## src/rtl/pcm_pack_pkg.sv

```systemverilog
package pcm_pack_pkg;
  localparam logic [2:0] ADDR_DATA     = 3'd0;
  localparam logic [2:0] ADDR_COUNT    = 3'd1;
  localparam logic [2:0] ADDR_FLUSH    = 3'd2;
  localparam logic [2:0] ADDR_THRESH   = 3'd3;
  localparam logic [2:0] ADDR_IRQ_EN   = 3'd4;
  localparam logic [2:0] ADDR_IRQ_STAT = 3'd5;
  localparam logic [2:0] ADDR_IRQ_SET  = 3'd6;
  localparam logic [2:0] ADDR_IRQ_CLR  = 3'd7;

  localparam int IRQ_N   = 3;
  localparam int IRQ_THR = 0;
  localparam int IRQ_OVF = 1;
  localparam int IRQ_UDF = 2;

  localparam logic [1:0] CH_LEFT  = 2'd0;
  localparam logic [1:0] CH_RIGHT = 2'd1;
endpackage

```

## src/rtl/pcm_packer.sv

```systemverilog
module pcm_packer #(
  parameter int SAMPLE_W = 16,
  localparam int WORD_W  = 2 * SAMPLE_W
) (
  input  logic                clk_i,
  input  logic                rst_ni,
  input  logic                frame_valid_i,
  input  logic [SAMPLE_W-1:0] left_i,
  input  logic [SAMPLE_W-1:0] right_i,
  input  logic [1:0]          chan_sel_i,
  input  logic                swap_i,
  input  logic                pack_i,
  input  logic                flush_i,
  output logic [1:0]          n_o,
  output logic [WORD_W-1:0]   w0_o,
  output logic [WORD_W-1:0]   w1_o
);
  import pcm_pack_pkg::*;

  logic [SAMPLE_W-1:0] hold_q, first_s, second_s, mono_s;
  logic                hold_vld_q, stereo;

  function automatic logic [WORD_W-1:0] sext(input logic [SAMPLE_W-1:0] s);
    return {{(WORD_W-SAMPLE_W){s[SAMPLE_W-1]}}, s};
  endfunction

  assign stereo   = chan_sel_i[1];
  assign first_s  = swap_i ? right_i : left_i;
  assign second_s = swap_i ? left_i  : right_i;
  assign mono_s   = (chan_sel_i == CH_RIGHT) ? right_i : left_i;

  always_comb begin
    n_o  = 2'd0;
    w0_o = '0;
    w1_o = '0;
    if (frame_valid_i && !flush_i) begin
      if (stereo) begin
        if (pack_i) begin
          n_o  = 2'd1;
          w0_o = {first_s, second_s};
        end else begin
          n_o  = 2'd2;
          w0_o = sext(first_s);
          w1_o = sext(second_s);
        end
      end else if (pack_i) begin
        if (hold_vld_q) begin
          n_o  = 2'd1;
          w0_o = {mono_s, hold_q};
        end
      end else begin
        n_o  = 2'd1;
        w0_o = sext(mono_s);
      end
    end
  end

  // half-word held until its partner arrives in packed mono
  always_ff @(posedge clk_i or negedge rst_ni) begin
    if (!rst_ni) begin
      hold_q     <= '0;
      hold_vld_q <= 1'b0;
    end else if (flush_i) begin
      hold_vld_q <= 1'b0;
    end else if (frame_valid_i && !stereo && pack_i) begin
      hold_q     <= mono_s;
      hold_vld_q <= !hold_vld_q;
    end
  end
endmodule

```

## src/rtl/pcm_word_fifo.sv

```systemverilog
module pcm_word_fifo #(
  parameter int WORD_W = 32,
  parameter int DEPTH  = 8,
  localparam int AW    = $clog2(DEPTH),
  localparam int CW    = AW + 1
) (
  input  logic              clk_i,
  input  logic              rst_ni,
  input  logic [1:0]        n_push_i,
  input  logic [WORD_W-1:0] w0_i,
  input  logic [WORD_W-1:0] w1_i,
  input  logic              pop_i,
  input  logic              flush_i,
  output logic [WORD_W-1:0] head_o,
  output logic [CW-1:0]     count_o,
  output logic              ovf_o,
  output logic              udf_o
);
  localparam logic [CW-1:0] DEPTH_C = CW'(DEPTH);

  logic [WORD_W-1:0] mem [DEPTH];
  logic [AW-1:0]     wptr_q, rptr_q;
  logic [CW-1:0]     cnt_q, free_s, n_req, n_acc;
  logic              pop_ok;

  assign free_s  = DEPTH_C - cnt_q;
  assign n_req   = CW'(n_push_i);
  assign ovf_o   = n_req > free_s;
  assign n_acc   = ovf_o ? free_s : n_req;
  assign pop_ok  = pop_i && (cnt_q != '0);
  assign udf_o   = pop_i && (cnt_q == '0);
  assign count_o = cnt_q;
  assign head_o  = (cnt_q == '0) ? '0 : mem[rptr_q];

  always_ff @(posedge clk_i or negedge rst_ni) begin
    if (!rst_ni) begin
      wptr_q <= '0;
      rptr_q <= '0;
      cnt_q  <= '0;
    end else if (flush_i) begin
      wptr_q <= '0;
      rptr_q <= '0;
      cnt_q  <= '0;
    end else begin
      wptr_q <= wptr_q + AW'(n_acc);
      rptr_q <= rptr_q + AW'(pop_ok);
      cnt_q  <= cnt_q + n_acc - CW'(pop_ok);
    end
  end

  always_ff @(posedge clk_i) begin
    if (!flush_i) begin
      if (n_acc != '0) mem[wptr_q] <= w0_i;
      if (n_acc == CW'(2)) mem[wptr_q + AW'(1)] <= w1_i;
    end
  end
endmodule

```

## src/rtl/pcm_irq_ctrl.sv

```systemverilog
module pcm_irq_ctrl #(
  parameter int N = 3
) (
  input  logic         clk_i,
  input  logic         rst_ni,
  input  logic [N-1:0] event_i,
  input  logic [N-1:0] set_i,
  input  logic [N-1:0] clr_i,
  input  logic         en_we_i,
  input  logic [N-1:0] en_wdata_i,
  output logic [N-1:0] stat_o,
  output logic [N-1:0] en_o,
  output logic         irq_o
);
  logic [N-1:0] stat_q, en_q;

  always_ff @(posedge clk_i or negedge rst_ni) begin
    if (!rst_ni) begin
      stat_q <= '0;
      en_q   <= '0;
    end else begin
      stat_q <= (stat_q & ~clr_i) | set_i | event_i;
      if (en_we_i) en_q <= en_wdata_i;
    end
  end

  assign stat_o = stat_q;
  assign en_o   = en_q;
  assign irq_o  = |(stat_q & en_q);
endmodule

```

## src/rtl/pcm_pack_fifo.sv

```systemverilog
module pcm_pack_fifo #(
  parameter int SAMPLE_W = 16,
  parameter int DEPTH    = 8,
  localparam int WORD_W  = 2 * SAMPLE_W,
  localparam int CW      = $clog2(DEPTH) + 1
) (
  input  logic                clk_i,
  input  logic                rst_ni,
  input  logic                frame_valid_i,
  input  logic [SAMPLE_W-1:0] left_i,
  input  logic [SAMPLE_W-1:0] right_i,
  input  logic [1:0]          chan_sel_i,
  input  logic                swap_i,
  input  logic                pack_i,
  input  logic                reg_we_i,
  input  logic                reg_re_i,
  input  logic [2:0]          reg_addr_i,
  input  logic [WORD_W-1:0]   reg_wdata_i,
  output logic [WORD_W-1:0]   reg_rdata_o,
  output logic                irq_o
);
  import pcm_pack_pkg::*;

  logic [1:0]        n_push;
  logic [WORD_W-1:0] w0, w1, head;
  logic [CW-1:0]     cnt, thresh_q;
  logic              flush, pop, ovf, udf;
  logic [IRQ_N-1:0]  evt, set_v, clr_v, stat, en;

  assign flush = reg_we_i && (reg_addr_i == ADDR_FLUSH);
  assign pop   = reg_re_i && (reg_addr_i == ADDR_DATA);
  assign set_v = (reg_we_i && reg_addr_i == ADDR_IRQ_SET) ? reg_wdata_i[IRQ_N-1:0] : '0;
  assign clr_v = (reg_we_i && reg_addr_i == ADDR_IRQ_CLR) ? reg_wdata_i[IRQ_N-1:0] : '0;

  always_comb begin
    evt          = '0;
    evt[IRQ_THR] = cnt > thresh_q;
    evt[IRQ_OVF] = ovf;
    evt[IRQ_UDF] = udf;
  end

  always_ff @(posedge clk_i or negedge rst_ni) begin
    if (!rst_ni)                                      thresh_q <= '0;
    else if (reg_we_i && reg_addr_i == ADDR_THRESH)   thresh_q <= reg_wdata_i[CW-1:0];
  end

  pcm_packer #(.SAMPLE_W(SAMPLE_W)) u_packer (
    .clk_i, .rst_ni, .frame_valid_i, .left_i, .right_i,
    .chan_sel_i, .swap_i, .pack_i,
    .flush_i(flush), .n_o(n_push), .w0_o(w0), .w1_o(w1)
  );

  pcm_word_fifo #(.WORD_W(WORD_W), .DEPTH(DEPTH)) u_fifo (
    .clk_i, .rst_ni, .n_push_i(n_push), .w0_i(w0), .w1_i(w1),
    .pop_i(pop), .flush_i(flush), .head_o(head), .count_o(cnt),
    .ovf_o(ovf), .udf_o(udf)
  );

  pcm_irq_ctrl #(.N(IRQ_N)) u_irq (
    .clk_i, .rst_ni, .event_i(evt), .set_i(set_v), .clr_i(clr_v),
    .en_we_i(reg_we_i && reg_addr_i == ADDR_IRQ_EN),
    .en_wdata_i(reg_wdata_i[IRQ_N-1:0]),
    .stat_o(stat), .en_o(en), .irq_o
  );

  always_comb begin
    reg_rdata_o = '0;
    unique case (reg_addr_i)
      ADDR_DATA:     reg_rdata_o = head;
      ADDR_COUNT:    reg_rdata_o = WORD_W'(cnt);
      ADDR_THRESH:   reg_rdata_o = WORD_W'(thresh_q);
      ADDR_IRQ_EN:   reg_rdata_o = WORD_W'(en);
      ADDR_IRQ_STAT: reg_rdata_o = WORD_W'(stat);
      default:       reg_rdata_o = '0;
    endcase
  end
endmodule

```

## config.mk

```make
export PLATFORM = sky130hd
export DESIGN_NAME = pcm_pack_fifo
export DESIGN_NICKNAME = d
export VERILOG_FILES = /design/src/rtl/pcm_pack_pkg.sv /design/src/rtl/pcm_packer.sv /design/src/rtl/pcm_word_fifo.sv /design/src/rtl/pcm_irq_ctrl.sv /design/src/rtl/pcm_pack_fifo.sv
export SDC_FILE = /design/constraint.sdc
export NUM_CORES = 1
export LEC_CHECK = 0
export BUFFER_PORTS_ARGS = -buffer_cell sky130_fd_sc_hd__buf_2
export CAP_MARGIN = 5
export CORE_ASPECT_RATIO = 1.1
export CORE_UTILIZATION = 35
export DETAILED_ROUTE_END_ITERATION = 8
export PLACE_DENSITY = 0.62
export REMOVE_ABC_BUFFERS = 1
export SLEW_MARGIN = 30
export SYNTH_ARGS = -nofsm -noshare
export SYNTH_HDL_FRONTEND = slang
export SYNTH_HIERARCHICAL = 1
export SYNTH_SLANG_ARGS = --single-unit
```

## constraint.sdc

```tcl
create_clock -name clk_i -period 7.3 [get_ports clk_i]
set_input_delay 0.365 -clock clk_i [delete_from_list [all_inputs] [get_ports clk_i]]
set_output_delay 0.365 -clock clk_i [all_outputs]
set_load 0.1 [all_outputs]
```

### Word level (Yosys, flattened, before mapping)

Memory sizes are Yosys's and may differ from the RTL's.
Index checks and enable logic that the tools add are counted.
Widths: inputs -> output; s select.

* $add $sub $neg: 6
* order comparisons: 2
* equality and inequality tests: 9
* multiplexer cells: 32
* bitwise gates (word level): 6
* reduce and logical (&&, ||, !) cells: 21

Operator list (count)
* $mux 32: 8
* $pmux 32 s5: 1
* $mux 16: 3
* $mux 31: 1
* $eq 3x3->1 const B: 4
* $mux 3: 4
* $logic_and 1x1->1: 11
* $mux 1: 10
* $mux 4: 2
* $reduce_bool 4->1: 2
* $and 3x3->3: 2
* $eq 3x2->1 const B: 2
* $mux 2: 3
* $or 3x3->3: 2
* $add 4x4->4: 1
* $eq 4x2->1 const B: 1
* $gt 2x4->1: 1
* $gt 4x4->1: 1
* $logic_not 4->1: 1
* $sub 4x1->4: 1
* $sub 4x4->4 const A: 1
* $add 3x1->3: 1
* $add 3x1->3 const B: 1
* $add 3x3->3: 1
* 9 further kinds: 11

* register bits: 37
* RAM bits: 256
* output and inout bits: 33
* word-level logic and storage cells: 85
* memories: 1

Memory list
* u_fifo.mem: words 8, width 32, read ports 1, clocked after Yosys merged registers in 0, wr ports 2, RTL line pcm_word_fifo.sv:21 `logic [WORD_W-1:0] mem [DEPTH];`

### Longest topological paths before layout

* depth in word-level cells: 11
* depth in mapped cells: 20
* depth with buffers taken out: 18

### By module

Netlist, hierarchy kept.

By module, submodules not included
* pcm_word_fifo: times used 1, cells an instance 809, area each 13764.5 um^2, seq. area each 7937.6 um^2
* pcm_packer: times used 1, cells an instance 290, area each 2215.9 um^2, seq. area each 425.4 um^2
* pcm_pack_fifo: times used 1, cells an instance 92, area each 764.5 um^2, seq. area each 100.1 um^2
* pcm_irq_ctrl: times used 1, cells an instance 20, area each 235.2 um^2, seq. area each 150.1 um^2

### Worst setup path after synthesis

OpenSTA, ideal clock, no wires.

* path type: input -> register
* start point: input port reg_addr_i[2]
* end point: memory u_fifo.mem[4][0], enable pin
* setup time: 0.511 ns
* data arrival time: 6.376 ns
* required time: 6.789 ns
* slack: 0.413 ns
* cell stages on the path: 12
* buffers on the path: 3
* cells stage by stage: buf_2 buf_4 nor3_1 and2b_1 nand2_1 buf_2 inv_1 ha_1 nor2b_1 o211ai_1 o41ai_1 o41ai_1

RTL lines
* start: declaration: RTL line pcm_pack_fifo.sv:17 `input logic [2:0] reg_addr_i,`
* end: declaration: RTL line pcm_word_fifo.sv:21

==> reports/qor.yml <==
run_status:
  outcome: "completed"
sta:
  tns_ns: 0
  fmax_mhz: 207.9
  rsz0062_at_grt: "no"
  timing.final.crit_share_pct: 65.89
  period_minus_slack_ns: 4.810
  finalSetupViolCount: 0
  tightest_slew_ns: 0.9489
  hold_violations: 0
  fin_skew_ns: 0.02915
  holdWs_ns: 0.09300
  slew_viol_final: 0
  relSlewSlack_pct: 36.07
clocking:
  clockBufferDepth: 3
  clock_latency_ns: 0.54
  postCtsSetupRepairBufs: 0
  clock_sinks: 293
  htreeDepth: 2
  clkSlewWorstSetupHoldPaths_ns: 0.06
  tritoncts: "yes"
  cts_made_buffers: 34
  cts_root_buffer: "clkbuf_16"
critical_path:
  critPathCaptureType: "flip-flop"
  start_kind: "input port"
  path_buf_inv: 5
  crit_fanout: 33
  crit_type: "in -> reg"
  reg2regPathDepth: 12
  worstPathRequired_ns: 7.47
  r2r-start: "u_packer/hold_vld_q"
  r2r_end: "u_fifo/mem[1][4]"
  crit_family: "simple AND/OR/NAND/NOR gates"
  cp.depth: 15
  path_common_cell: "buf_4"
  critPathCapture: "u_fifo/mem[1][4]"
  r2r_slack_ns: 2.62
  crit_slowest_cell: "nor2_2"
  cp_slowest_stage_delay_ns: 0.63
  crit_path_cell_trace: "buf_2, nand2_1, nor3_2, buf_4, and2b_1, nand2_1, inv_1, ha_1, nor2b_1, o211ai_1, nor2_2, mux2i_4, buf_4, o21bai_4, buf_4"
  arrival_ns: 4.98
  crit_path_start: "reg_addr_i[1]"
detailed_routing:
  wl_met3_mm: 2.393
  wl_met2_mm: 22.68
  drt.antenna.violating_nets: 0
  finalWirelength_mm: 46.03
  vias_per_cell: 5.487
  drc: 0
  dr.pass1.iters: 5
  wl_per_cell_um: 23.87
  vias: 10580
  initialDrtViolationCount: 806
  route.top_layer_used: "met5"
  wirelength_met1_mm: 19.96
floorplanning:
  core-area_um2: 47820
  num_rows: 84
  dieHeight_um: 233.0
  initial_core_util_pct: 35.51
  pin_count: 109
  fp.dieW_um: 212.0
  die_area_um2: 49400
power_and_ir_drop:
  power_density_nw_per_um2: 335.8
  p_leak_nw: 7.058
  ir_worst_vdd_uv: 187.1
grt:
  antenna_found_initial: 3
  grt_max_degree: 129
  grt_pass1_wl_mm: 69.93
  grt_overflow: 0
  first_global_vias: 11070
  grtUsageTotal_pct: 19.10
synth:
  synth_flop_cell: "edfxtp_1"
  yosysSeqAreaShare_pct: 50.73
  ys_ff_latch: 293
  syn_inst: 1211
  post_synth_num_cell_types: 61
  ys_warn_count: 6
  synth_area_um2: 16980
  synth_edf_count: 256
  synth-async-reset-ratio_pct: 12.63
  avgSynthCellArea_um2: 14.02
finish:
  regArea_um2: 8620
  synthToLayoutAreaGrowth_pct: 12.81
  antennaDiodeCount: 0
  multi_input_area_um2: 7881
  final_core_util_pct: 40.06
  nFillCells: 4414
  drive_above_1_share_pct: 40.53
  fin_cells: 1928
  nNetsFinal: 1354
flow_run:
  drv_cap: 0
placed_design:
  dp_hpwl_mm: 27.56
  port-buffer-count: 80
  place.gp.congestion: 0.8080
  dp_cells: 1867
worst_hold_path:
  hold_path.class: "in -> reg"
-- flip-flops by register name, summed over array words and instances (netlist names) --
| signal | count |
|---|---|
| u_fifo/rptr_q | 3 |
| u_fifo/count_o | 4 |
| u_irq/stat_o | 3 |
| u_packer/hold_vld_q | 1 |
| u_packer/hold_q | 16 |
| u_fifo/wptr_q | 3 |
| u_irq/en_o | 3 |
| thresh_q | 4 |
| u_fifo/mem | 256 |
-- cell type report --
| cell class | count | share of cell area [%] |
|---|---|---|
| tap | 645 | 4.213 |
| timing repair buffer | 113 | 3.468 |
| sequential | 293 | 45.00 |
| inverter | 23 | 0.4507 |
| clock inverter | 19 | 0.9863 |
| clock buffer | 41 | 4.742 |
| multi-input combinational | 794 | 41.14 |
-- worst min-delay path by stage --
| stage | from | end | slack (ns) | cells past startpoint |
|---|---|---|---|---|
| finish | reg_wdata_i[3] | thresh_q[3] | 0.09 | 2 |
| global route | reg_wdata_i[3] | thresh_q[3] | 0.08 | 2 |
| CTS | rst_ni | u_packer/hold_q[12] | 0.01 | 1 |
| detailed placement | thresh_q[2] | thresh_q[2] | 0.50 | 1 |
| global placement | thresh_q[1] | thresh_q[1] | 0.50 | 1 |
| floorplan | rst_ni | thresh_q[0] | 0.07 | 0 |
-- repair_timing --
action / in CTS / in global routing
hold buffers: 0 / 1
gates resized for setup: 0 / 0
endpoints found under the hold margin: 0 / 37
-- Yosys cell counts (all sizes together), types with 2 or more instances --
master	n	share of area, %
nor2b	12	0.53
xor2	4	0.21
a21o	3	0.13
o21bai	5	0.22
a21boi	2	0.13
edfxtp	256	45
or2	2	0.088
o21ba	2	0.12
o41ai	3	0.15
o21ai	23	0.70
buf	81	3.1
nor3b	4	0.21
nor3	7	0.24
a211oi	2	0.088
mux2i	88	5.2
a22oi	16	0.71
nor2	85	1.9
and2	39	1.4
a31oi	16	0.92
nand2b	7	0.26
nand2	43	0.97
mux4	64	8.5
or3	3	0.11
xnor2	6	0.31
ha	17	1.3
a21oi	36	1.1
o221ai	2	0.18
dfrtp	37	5.5
clkbuf	20	0.44
inv	23	0.51
o211ai	2	0.088
and3	17	0.63
nand4b	2	0.19
mux2	266	18
nor4b	4	0.21
fa	2	0.24
-- metrics by stage --
step                      worst slack, ns  instance area (um^2)  power [mW]
after CTS                           2.424                 19130       6.509
after detailed placement            1.874                 18030       4.801
after global placement              1.917                 18010       4.756
final                               2.490                 19160       6.433
after floorplan                   -0.4051                 16370       4.095
after global routing                2.179                 19160       6.762
-- routing by layer --
metal / up-vias / track usage, %
met5: - / 0
met4: 2 / 5.276
met3: 63 / 2.929
met2: 333 / 32.48
met1: 5441 / 25.12
li1: 4740 / -
-- where the power goes --
part           total (mW)  leakage (nW)  internal [mW]  switching (mW)
clock                1.70         0.533          0.997           0.700
combinational        2.27          3.74          0.943            1.33
sequential           2.47          2.79           2.26           0.211
total                6.43          7.06           4.20            2.24
-- kinds of logic after synthesis --
group | after synthesis | share of synthesized area (%)
multiplexers | 418 | 31.41
flip-flops | 293 | 50.73
AND/OR/NAND/NOR | 230 | 6.978
buffers and inverters | 124 | 4.082
AO/OA/AOI/OAI | 116 | 4.782
adder cells (fa/ha/maj) | 19 | 1.488
XOR/XNOR | 10 | 0.5158
other | 1 | 0.02208
-- cells in the final DEF, fill, tap and decap left out, types with 5 or more instances in the layout --
cell type | netlist | routed
o21ai_0 | 22 | 21
and2_1 | 39 | 39
clkinv_1 | 0 | 8
a31oi_1 | 7 | 5
edfxtp_1 | 256 | 256
ha_1 | 17 | 17
inv_1 | 23 | 23
buf_4 | 28 | 31
mux2_1 | 20 | 20
mux4_2 | 64 | 64
mux2i_1 | 88 | 84
a21oi_1 | 35 | 35
buf_2 | 38 | 79
clkbuf_16 | 0 | 35
clkbuf_1 | 20 | 5
a31oi_2 | 9 | 11
dfrtp_1 | 37 | 34
nand2_1 | 42 | 42
nand2b_1 | 7 | 7
and3_1 | 17 | 17
mux2_2 | 242 | 242
nor2b_1 | 10 | 10
xnor2_1 | 6 | 6
nor2_1 | 84 | 83
a22oi_1 | 16 | 16
nor3_1 | 6 | 5
Note: power is estimated with default switching activity, not from simulation.
